--- src/rtl/aks_pkg.sv ---
package aks_pkg;
  typedef enum logic {TXN_IDLE, TXN_OPEN} txn_state_e;
  typedef enum logic {RF_IDLE, RF_RUN} rf_state_e;
  typedef enum logic {EXP_IDLE, EXP_RUN} exp_state_e;
endpackage

--- src/rtl/aks_key_regs.sv ---
module aks_key_regs #(
  parameter int unsigned WORDS  = 4,
  parameter int unsigned WORD_W = 32,
  localparam int unsigned AW    = $clog2(WORDS)
) (
  input  logic                    clk_i,
  input  logic                    rst_ni,
  input  logic                    we_i,
  input  logic [AW-1:0]           addr_i,
  input  logic [WORD_W-1:0]       wdata_i,
  input  logic                    rf_ack_i,
  input  logic                    exp_ack_i,
  output logic [WORDS*WORD_W-1:0] key_o,
  output logic                    rf_pend_o,
  output logic                    exp_pend_o
);
  for (genvar w = 0; w < WORDS; w++) begin : g_word
    logic [WORD_W-1:0] word_q;
    always_ff @(posedge clk_i or negedge rst_ni) begin
      if (!rst_ni)                             word_q <= '0;
      else if (we_i && addr_i == AW'(w))       word_q <= wdata_i;
    end
    assign key_o[w*WORD_W +: WORD_W] = word_q;
  end

  // set wins over acknowledge: a write in the ack cycle is a new key
  always_ff @(posedge clk_i or negedge rst_ni) begin
    if (!rst_ni) begin
      rf_pend_o  <= 1'b0;
      exp_pend_o <= 1'b0;
    end else begin
      if (we_i)           rf_pend_o <= 1'b1;
      else if (rf_ack_i)  rf_pend_o <= 1'b0;
      if (we_i)           exp_pend_o <= 1'b1;
      else if (exp_ack_i) exp_pend_o <= 1'b0;
    end
  end
endmodule

--- src/rtl/aks_txn_tracker.sv ---
module aks_txn_tracker
  import aks_pkg::*;
(
  input  logic clk_i,
  input  logic rst_ni,
  input  logic in_valid_i,
  input  logic out_valid_i,
  input  logic out_ready_i,
  input  logic out_last_i,
  output logic txn_o
);
  txn_state_e state_q, state_d;
  logic       last_hs;

  assign last_hs = out_valid_i && out_ready_i && out_last_i;

  always_comb begin
    state_d = state_q;
    unique case (state_q)
      TXN_IDLE: if (in_valid_i) state_d = TXN_OPEN;
      TXN_OPEN: if (last_hs)    state_d = TXN_IDLE;
      default:                  state_d = TXN_IDLE;
    endcase
  end

  always_ff @(posedge clk_i or negedge rst_ni) begin
    if (!rst_ni) state_q <= TXN_IDLE;
    else         state_q <= state_d;
  end

  assign txn_o = (state_q == TXN_OPEN);
endmodule

--- src/rtl/aks_refresh_fsm.sv ---
module aks_refresh_fsm
  import aks_pkg::*;
#(
  parameter int unsigned NR   = 11,
  localparam int unsigned IDXW = $clog2(NR)
) (
  input  logic            clk_i,
  input  logic            rst_ni,
  input  logic            txn_i,
  input  logic            pend_i,
  input  logic            exp_start_i,
  input  logic [NR-1:0]   rk_valid_i,
  output logic            ack_o,
  output logic            busy_o,
  output logic [IDXW-1:0] idx_o,
  output logic [NR-1:0]   load_en_o
);
  localparam logic [IDXW-1:0] LAST = IDXW'(NR - 1);

  rf_state_e       state_q, state_d;
  logic [IDXW-1:0] idx_q, idx_d;
  logic            restart, step;

  // (re)start is only legal outside a transaction
  assign restart = pend_i && !txn_i;
  assign ack_o   = restart;
  // valid bits are stale in the cycle expansion is (re)started
  assign step    = (state_q == RF_RUN) && !restart && !exp_start_i && rk_valid_i[idx_q];

  always_comb begin
    state_d = state_q;
    idx_d   = idx_q;
    if (restart) begin
      state_d = RF_RUN;
      idx_d   = '0;
    end else if (step) begin
      if (idx_q == LAST) begin
        state_d = RF_IDLE;
        idx_d   = '0;
      end else begin
        idx_d = idx_q + 1'b1;
      end
    end
  end

  always_ff @(posedge clk_i or negedge rst_ni) begin
    if (!rst_ni) begin
      state_q <= RF_IDLE;
      idx_q   <= '0;
    end else begin
      state_q <= state_d;
      idx_q   <= idx_d;
    end
  end

  assign busy_o    = (state_q == RF_RUN);
  assign idx_o     = idx_q;
  assign load_en_o = step ? (NR'(1) << idx_q) : '0;
endmodule

--- src/rtl/aks_expand_fsm.sv ---
module aks_expand_fsm
  import aks_pkg::*;
(
  input  logic clk_i,
  input  logic rst_ni,
  input  logic txn_i,
  input  logic rf_busy_i,
  input  logic pend_i,
  input  logic last_valid_i,
  output logic start_o,
  output logic ack_o,
  output logic busy_o
);
  exp_state_e state_q, state_d;
  logic       allow;

  // stages still syncing inside a transaction: keep the store frozen
  assign allow   = !(rf_busy_i && txn_i);
  assign start_o = pend_i && allow;
  assign ack_o   = start_o;

  always_comb begin
    state_d = state_q;
    if (start_o)                                  state_d = EXP_RUN;
    else if (state_q == EXP_RUN && last_valid_i)  state_d = EXP_IDLE;
  end

  always_ff @(posedge clk_i or negedge rst_ni) begin
    if (!rst_ni) state_q <= EXP_IDLE;
    else         state_q <= state_d;
  end

  assign busy_o = (state_q == EXP_RUN);
endmodule

--- src/rtl/aks_key_sync.sv ---
module aks_key_sync #(
  parameter int unsigned NR     = 11,
  parameter int unsigned WORDS  = 4,
  parameter int unsigned WORD_W = 32,
  localparam int unsigned AW    = $clog2(WORDS),
  localparam int unsigned IDXW  = $clog2(NR),
  localparam int unsigned KEY_W = WORDS * WORD_W
) (
  input  logic              clk_i,
  input  logic              rst_ni,
  input  logic              reg_we_i,
  input  logic [AW-1:0]     reg_addr_i,
  input  logic [WORD_W-1:0] reg_wdata_i,
  output logic [KEY_W-1:0]  key_o,
  input  logic              in_valid_i,
  output logic              in_hold_o,
  input  logic              out_valid_i,
  input  logic              out_ready_i,
  input  logic              out_last_i,
  output logic              exp_start_o,
  output logic              exp_busy_o,
  input  logic [NR-1:0]     rk_valid_i,
  output logic [IDXW-1:0]   rd_idx_o,
  output logic [NR-1:0]     load_en_o
);
  logic txn, rf_pend, exp_pend, rf_ack, exp_ack, rf_busy;

  aks_key_regs #(.WORDS(WORDS), .WORD_W(WORD_W)) u_regs (
    .clk_i, .rst_ni,
    .we_i      (reg_we_i),
    .addr_i    (reg_addr_i),
    .wdata_i   (reg_wdata_i),
    .rf_ack_i  (rf_ack),
    .exp_ack_i (exp_ack),
    .key_o     (key_o),
    .rf_pend_o (rf_pend),
    .exp_pend_o(exp_pend)
  );

  aks_txn_tracker u_txn (
    .clk_i, .rst_ni,
    .in_valid_i, .out_valid_i, .out_ready_i, .out_last_i,
    .txn_o(txn)
  );

  aks_refresh_fsm #(.NR(NR)) u_rf (
    .clk_i, .rst_ni,
    .txn_i      (txn),
    .pend_i     (rf_pend),
    .exp_start_i(exp_start_o),
    .rk_valid_i (rk_valid_i),
    .ack_o      (rf_ack),
    .busy_o     (rf_busy),
    .idx_o      (rd_idx_o),
    .load_en_o  (load_en_o)
  );

  aks_expand_fsm u_exp (
    .clk_i, .rst_ni,
    .txn_i       (txn),
    .rf_busy_i   (rf_busy),
    .pend_i      (exp_pend),
    .last_valid_i(rk_valid_i[NR-1]),
    .start_o     (exp_start_o),
    .ack_o       (exp_ack),
    .busy_o      (exp_busy_o)
  );

  assign in_hold_o = rf_busy || rf_ack;
endmodule

--- config.mk ---
export PLATFORM = sky130hd
export DESIGN_NAME = aks_key_sync
export DESIGN_NICKNAME = d
export VERILOG_FILES = /design/src/rtl/aks_pkg.sv /design/src/rtl/aks_key_regs.sv /design/src/rtl/aks_txn_tracker.sv /design/src/rtl/aks_refresh_fsm.sv /design/src/rtl/aks_expand_fsm.sv /design/src/rtl/aks_key_sync.sv
export SDC_FILE = /design/constraint.sdc
export NUM_CORES = 1
export LEC_CHECK = 0
export BUFFER_PORTS_ARGS = -buffer_cell sky130_fd_sc_hd__buf_2
export CAP_MARGIN = 0
export CORE_MARGIN = 2
export CORE_UTILIZATION = 35
export CTS_CLUSTER_DIAMETER = 40
export CTS_CLUSTER_SIZE = 8
export DETAILED_ROUTE_END_ITERATION = 10
export SYNTH_ARGS = -nofsm -noshare
export SYNTH_HDL_FRONTEND = slang
export SYNTH_SLANG_ARGS = --single-unit
export TNS_END_PERCENT = 20
--- constraint.sdc ---
create_clock -name clk_i -period 2 [get_ports clk_i]
set_input_delay 0.3 -clock clk_i [delete_from_list [all_inputs] [get_ports clk_i]]
set_output_delay 0.3 -clock clk_i [all_outputs]
set_load 0.1 [all_outputs]
# After elaboration in Yosys (flattened, before gate mapping)

Cells that the tools add are included.
W data, S select, Z words.

Divide/modulo/power cells: 0
Add/subtract/negate cells: 1
$lt $le $gt $ge: 1
Bitwise gates (word level): 1
Multipliers: 0
Muxes and demuxes: 18
Eq/ne operators: 4
Shift-type cells: 1
Reduce and logical (&&, ||, !) cells: 25

Operators by type and width:

| cell                   | count |
|---|---|
| $logic_and A1 B1 Y1    | 13 |
| $mux W1                | 12 |
| $mux W4                | 3 |
| $mux W11               | 1 |
| $shl A1 B4 Y11 const A | 1 |
| $reduce_bool A2 Y1     | 5 |
| $lt A4 B5 Y1 const B   | 1 |
| $add A4 B1 Y4 const B  | 1 |
| $bmux W1 S4            | 1 |
| $eq A2 B2 Y1 const B   | 2 |
| $eq A4 B4 Y1 const B   | 1 |
| $logic_not A1 Y1       | 4 |
| $eq A2 B1 Y1 const B   | 1 |
| $logic_not A2 Y1       | 1 |
| $pmux W1 S2            | 1 |
| $reduce_and A2 Y1      | 1 |
| $logic_or A1 B1 Y1     | 1 |
| $not A1 Y1             | 1 |

Input bits: 52
ROM bits: 0
Flip-flop bits (word level): 137
Output and inout port bits: 146
Logic and storage cells: 61
Latch bits: 0
Memories: 0
RAM bits: 0

# Longest topological paths before layout

Gate-level depths: netlist (run 1).

Word-level depth: 8
Gate-level depth with buffers: 6
Depth with buffers taken out: 5

# Modules after synthesis

A second synthesis (run 1) with hierarchy kept.

Cell total of the unflattened synthesis: 350
Area total of the unflattened synthesis: 5506.5 µm²

By module, submodules not included:

| module          | area an instance (µm²) | cells each | seq. area each (µm²) | times used |
|---|---|---|---|---|
| aks_key_regs    | 4834.6                 | 278        | 3253.1               | 1 |
| aks_refresh_fsm | 573.0                  | 63         | 125.1                | 1 |
| aks_expand_fsm  | 55.1                   | 5          | 25.0                 | 1 |
| aks_txn_tracker | 37.5                   | 3          | 25.0                 | 1 |
| aks_key_sync    | 6.3                    | 1          | 0.0                  | 1 |

# Least setup slack after synthesis (run 1)

Ideal clock, no wire load.

Kind: register to output
Start point: register u_rf.idx_q[0] (netlist: u_rf.idx_o[0])
End point: output load_en_o[0]
Slack: -2.788 ns
Buffers on the path: 1
Stages on the path, launching flop included: 6
Arrival time: 4.488 ns
Data required time: 1.700 ns
Cell sequence: dfrtp_1 -> buf_6 -> mux2i_1 -> a22oi_2 -> nand4_4 -> nor4_1

Cells in the longest elaborated chain, start to end: 4
Elaborated cells on any way between the ends: 5
Those cells by class: shift (1); mux (3); reduce/logical (1)

Ends and longest elaborated chain:

| item                          | line                  | RTL |
|---|---|---|
| start: declaration            | aks_refresh_fsm.sv:21 | `logic [IDXW-1:0] idx_q, idx_d;` |
| start signal: assignment      | aks_refresh_fsm.sv:52 | `idx_q <= idx_d;` |
| $bmux W1 S4                   | aks_refresh_fsm.sv:28 | `assign step = (state_q == RF_RUN) && !restart && !exp_start_i && rk_valid_i[idx_q];` |
| $mux W1 (not written as such) | aks_refresh_fsm.sv:28 |  |
| $logic_and A1 B1 Y1           | aks_refresh_fsm.sv:28 |  |
| $mux W11 *                    | aks_refresh_fsm.sv:58 | `assign load_en_o = step ? (NR'(1) << idx_q) : '0;` |
| end: declaration              | aks_key_sync.sv:24    | `output logic [NR-1:0] load_en_o` |

Every way passes the cells marked *; elsewhere a longest branch is shown, timed or not. The select of a mux whose other input is x is not followed.

# Worst setup path in the final report (run 1)

Start point: register u_rf.idx_q[0] (netlist: u_rf.idx_o[0])
End point: output load_en_o[8]

The elaborated chain is that of the path after synthesis.

==> impl_metrics.ini, run 1 <==
[run_status]
status = complete, but fails checks
violations = setup timing

[synthesis]
synth.yosys.warnings = 0
synth_seq_area_share = 0.624
synth_top_area_cell = dfrtp_1
synth_cell_type_count = 45
synth_area_um2 = 5490
syn_nets = 406
synth_ff_type = dfrtp_1
synth.area.top_cells = dfrtp_1, mux2_2, buf_2
synth_cells = 352
synth-edff-count = 0
yosys-top-cells-count = dfrtp_1, mux2_2, buf_2
synth-seq-cells = 137
synth-async-reset-ratio = 1.00
synth_top_area_share = 0.624
synth_most_common_cell = dfrtp_1
postSynthAreaPerCell_um2 = 15.6

[timing]
slew_headroom = 0.663
fin_crit_ns = 2.45
rsz0062_at_grt = true
min_period_over_period = 1.22
setup_slack_ns = -0.447
whs_ns = 0.129
slew_violations = 0
finalSetupViolations = 11
max_freq_mhz = 409
worstMarginPinSlew_ns = 0.508
hold_violations = 0
fin_skew_ns = 0.00395

[placement]
io_buffers = 197
routabilityCongestion = 0.862
dp_hpwl_um = 9360
placedInstanceArea_um2 = 7190

[drt]
antenna_left = 0
drt-total-wl_um = 13300
first_pass_iters = 4
drc = 0
drtIter0Drc = 225
wl_per_cell_um = 16.7
vias = 3775
avgViaCountPerCell = 4.72

[global_routing]
grt_pass1_vias = 3789
grt.total_usage = 0.163
antenna_found_initial = 0
grt_first_pass_wirelength_um = 20700
grt_max_degree = 53
grt-ovfl-total = 0

[pwr]
vdd_drop_max_uv = 1020
power_density_nw_per_um2 = 1700
p_leak_nw = 3.61

[flow_run]
max_cap_viol_count = 0

[critical_path]
r2r_end = u_rf.idx_o[3]$_DFFE_PN0P_
startpoint = u_rf.idx_o[0]$_DFFE_PN0P_
r2r_cells = 5
path_cells = mux2i_2, o221ai_4, nand4_4, or2_4, nor3_4, buf_12
reg2reg_slack_ns = 0.33
critPathLaunchType = flip-flop
rr_startpoint = u_rf.idx_o[0]$_DFFE_PN0P_
cp-end-kind = output port
cp_slowest_stage_delay_ns = 0.53
critPathRequiredTime_ns = 1.70
crit_fanout = 8
arrival_ns = 2.15
critPathKind = reg -> out
cp_slowest_cell = dfrtp_4

[finish]
drive_gt1_frac = 0.697
fill_cells = 1323
layout.nets = 629
area_growth_pct = 42.1
final_cell_area_um2 = 7800
multi_input_area_um2 = 2090
final-seq-area_um2 = 3440
antenna_cells = 0

[hold_path]
min_path_cells = 2
holdCritStartpoint = out_ready_i
hp-class = in -> reg
worstHoldEndpoint = u_txn.txn_o$_DFF_PN0_

[clock_network]
postCtsSetupBuffers = 0
cts_tree = built
cts_buffers = 17
cts_htree_levels = 4
path_clk_slew_ns = 0.06
clk_latency_ns = 0.41
cts_root_buf = clkbuf_16
numClockSinks = 137
clk_path_buf_depth = 2

[floorplanning]
core_area_um2 = 15300
start_util = 0.360
dieWidth_um = 129
io_pins = 198
die-height_um = 129
fp-row-count = 45
dieArea_um2 = 16700
## sequential cells by signal, indices dropped and copies added, names as in the netlist
name,cells
u_regs.g_word.word_q,128
u_exp.busy_o,1
u_regs.exp_pend_o,1
u_regs.rf_pend_o,1
u_rf.busy_o,1
u_rf.idx_o,4
u_txn.txn_o,1
## metal layers
| metal | up-vias | part of all wire | track usage |
|---|---|---|---|
| met2 | 144 | 0.49 | 0.259 |
| li1 | 1725 | - | - |
| met5 | - | 0 | 0 |
| met4 | 0 | 0.013 | 0.0633 |
| met1 | 1890 | 0.43 | 0.206 |
| met3 | 16 | 0.075 | 0.0570 |
## power by group
part	switching, mW	internal [mW]	total [mW]
logic	5.35	1.32	6.67
clock network	1.21	1.78	2.98
registers	0.302	3.33	3.63
## cell families after synthesis
logic type	count (synthesis)	synth area share
compound gates	20	0.0317
fa+ha+maj	2	0.00456
simple gates	39	0.0451
mux	133	0.273
flops	137	0.624
buf+inv	21	0.0216
## layout make-up
class,instances,area share
well taps,211,0.0338
multi-input cells,194,0.268
clock buffers,19,0.0580
inverters,4,0.00192
repair buffers,221,0.182
flip-flops and latches,137,0.441
clock inverters,13,0.0156
## cell usage in the layout, fill, tap and decap left out, drive strengths merged, types with 3 or more instances in the layout
master,n
buf,219
dfrtp,137
mux2,130
clkbuf,20
nor2,6
clkinv,6
nor3,5
clkinvlp,5
inv,5
nand2b,5
nand2,4
nor3b,3
nand3b,3
mux2i,3
nand3,3
## critical path, delay by kind of cell, from the launching register on
kind / cells / cell delay, ns
mux: 1 / 0.19
compound gates: 1 / 0.22
simple gates: 3 / 0.57
flops: 1 / 0.53
buf+inv: 1 / 0.20
## through the flow
stage / setup TNS [ns] / util / std cells / power, mW / setup WS, ns
2_1_floorplan: -7.66 / - / 352 / 9.09 / -0.801
3_3_place_gp: -0.0610 / 0.472 / 766 / 10.3 / -0.0610
3_5_place_dp: -0.134 / 0.472 / 766 / 10.4 / -0.110
4_1_cts: -4.45 / 0.511 / 799 / 13.4 / -0.482
5_1_grt: -5.20 / 0.511 / 799 / 13.8 / -0.546
6_report: -4.14 / 0.511 / 799 / 13.3 / -0.447
## worst max-delay path by stage
stage                    to  slack, ns  cells past startpoint
5_1_grt        load_en_o[3]      -0.55                      6
2_1_floorplan  load_en_o[8]      -0.80                      6
3_5_place_dp   load_en_o[8]      -0.11                      6
4_1_cts        load_en_o[8]      -0.48                      6
6_report       load_en_o[8]      -0.45                      6
3_3_place_gp   load_en_o[8]      -0.06                      6
## repair_timing
action / CTS / global route
pin swaps: 5 / 1
endpoints found under the hold margin: 49 / 0
hold buffers: 1 / 0
endpoints found under the setup margin: 12 / 13
resized for setup: 3 / 4
(Power assumes the default switching activity.)
==> run 2, diff against run 1 <==
--- a/config.mk
+++ b/config.mk
@@ -12,6 +12,7 @@
 export CTS_CLUSTER_DIAMETER = 40
 export CTS_CLUSTER_SIZE = 8
 export DETAILED_ROUTE_END_ITERATION = 10
+export REMOVE_ABC_BUFFERS = 1
 export SYNTH_ARGS = -nofsm -noshare
 export SYNTH_HDL_FRONTEND = slang
 export SYNTH_SLANG_ARGS = --single-unit
==> run 2 against run 1 <==
- the flow still finishes with violations (setup timing)
- sequential power about the same
- global-route usage up 0.64 points
- first-iteration DRC count up 3.6%
- critical path type unchanged
- critical endpoint unchanged
==> impl_metrics.ini, run 2 (synthesis gave the netlist of run 1 again) <==
[pwr]
p_seq_frac = 0.273
power_density_nw_per_um2 = 1700
switching_power_mw = 6.81
pwr-share-comb = 0.514
p_clk_frac = 0.213
vdd_drop_max_uv = 813
sw_frac_of_total = 0.510
intPower_mw = 6.56
p_leak_nw = 3.72

[drt]
drc = 0
vias = 3927
first_pass_iters = 4
drt-total-wl_um = 13900
wl_per_cell_um = 16.8
drtIter0Drc = 233
avgViaCountPerCell = 4.77
antenna_left = 0

[finish]
layout.nets = 654
largest_reg_flops = 128
mostFrequentLayoutCells = buf_2, dfrtp_1, mux2_2, buf_4, clkbuf_16
regMostFlops = u_regs.g_word.word_q
final_cell_area_um2 = 7870
fill_cells = 1308
antenna_cells = 0
area_growth_pct = 43.3
final_common_cell = buf_2
drive_gt1_frac = 0.700

[critical_path]
critPathLaunchType = flip-flop
r2r_cells = 7
crit_fanout = 6
critPathKind = reg -> out
critPathRequiredTime_ns = 1.70
cp-end-kind = output port
arrival_ns = 2.18
r2r_end = u_rf.idx_o[3]$_DFFE_PN0P_
reg2reg_slack_ns = 0.16
rr_startpoint = u_rf.idx_o[0]$_DFFE_PN0P_

[clock_network]
cts_buffers = 17
cts_tree = built
cts_htree_levels = 4
clk_latency_ns = 0.41
clk_path_buf_depth = 2
numClockSinks = 137
path_clk_slew_ns = 0.06
cts_root_buf = clkbuf_16

[run_status]
violations = setup timing
status = complete, but fails checks

[placement]
routabilityCongestion = 0.794
placedInstanceArea_um2 = 7140
post-place-ws_ns = -0.325
io_buffers = 197
dp_hpwl_um = 9700

[floorplanning]
core_area_um2 = 15300
dieWidth_um = 129
die-height_um = 129
io_pins = 198
fp-row-count = 45
dieArea_um2 = 16700
start_util = 0.360

[global_routing]
grt.total_usage = 0.170
grt_max_degree = 74
grt_first_pass_wirelength_um = 21700
antenna_found_initial = 0
grt-ovfl-total = 0
grt_pass1_vias = 4052

[timing]
whs_ns = 0.114
hold_violations = 0
fin_skew_ns = 0.00415
worstMarginPinSlew_ns = 0.534
min_period_over_period = 1.24
setup_slack_ns = -0.478
slew_headroom = 0.647
slew_violations = 0
fin_crit_ns = 2.48
finalSetupViolations = 11
rsz0062_at_grt = true
max_freq_mhz = 404

[hold_path]
worstHoldEndpoint = u_txn.txn_o$_DFF_PN0_
holdCritStartpoint = out_ready_i
hp-class = in -> reg
min_path_cells = 2

[flow_run]
max_cap_viol_count = 0
-- run 2: cell count changes in the layout (fill, tap and decap cells not counted), moves of 3 or more --
cell,before,now
nor3_4,5,0
clkinv_2,2,5
buf_4,17,43
buf_6,2,5
clkinv_4,4,0
nor3_1,0,3
-- run 2: stage by stage --
stage / power [mW] / setup TNS, ns / cells / util
2_1_floorplan: 8.81 / -35.26 / 335 / -
3_3_place_gp: 10.2 / -1.50 / 780 / 0.468
3_5_place_dp: 10.3 / -2.49 / 780 / 0.468
4_1_cts: 13.4 / -4.45 / 822 / 0.513
5_1_grt: 13.9 / -5.75 / 824 / 0.516
6_report: 13.4 / -4.74 / 824 / 0.516
-- run 2: layout make-up --
type | count | area (um^2) | share of cell area
multi-input combinational | 194 | 2020 | 0.257
clock inverter | 11 | 71.3 | 0.00906
inverter | 4 | 15.0 | 0.00191
tap | 211 | 264 | 0.0335
clock buffer | 21 | 480 | 0.0610
sequential | 137 | 3430 | 0.436
timing repair buffer | 246 | 1590 | 0.201
-- run 2: worst max-delay path, cell delays in order, from the launching register on --
cell,delay [ns]
dfrtp_2,0.48
mux2i_1,0.16
a22oi_2,0.30
nand4_4,0.16
or2_4,0.27
nor3_2,0.10
buf_4,0.14
buf_12,0.16
-- run 2: power groups by stage --
| stage | clock network (mW) | logic, mW | registers, mW |
|---|---|---|---|
| 2_1_floorplan | 0 | 1.18 | 7.63 |
| 3_3_place_gp | 0 | 6.52 | 3.67 |
| 3_5_place_dp | 0 | 6.55 | 3.72 |
| 4_1_cts | 2.94 | 6.82 | 3.65 |
| 5_1_grt | 3.07 | 7.08 | 3.72 |
| 6_report | 2.85 | 6.87 | 3.65 |
-- run 2: routing by layer --
layer  wire (um)  global-route usage  vias to the layer above
li1            -                   -                     1765
met1        5820               0.209                     2003
met2        6990               0.282                      145
met3         905              0.0590                       14
met4         155              0.0505                        0
met5           0                   0                        -
-- run 2: what timing repair did --
action | 4_1_cts | 5_1_grt
buffers inserted | 11 | 2
setup endpoints to repair | 15 | 12
gates resized for setup | 15 | 8
endpoints found under the hold margin | 28 | 0
pin swaps | 4 | 5
hold buffers | 1 | 0
-- run 2: how the worst max path moves through the flow --
stage | start | to | cells after the start
finish | u_rf.idx_o[0]$_DFFE_PN0P_ | load_en_o[8] | 7
detailed placement | u_rf.idx_o[0]$_DFFE_PN0P_ | load_en_o[7] | 7
floorplan | u_rf.idx_o[0]$_DFFE_PN0P_ | load_en_o[0] | 4
global route | u_rf.idx_o[0]$_DFFE_PN0P_ | load_en_o[8] | 7
CTS | u_rf.idx_o[0]$_DFFE_PN0P_ | load_en_o[4] | 8
global placement | u_rf.idx_o[0]$_DFFE_PN0P_ | load_en_o[8] | 7
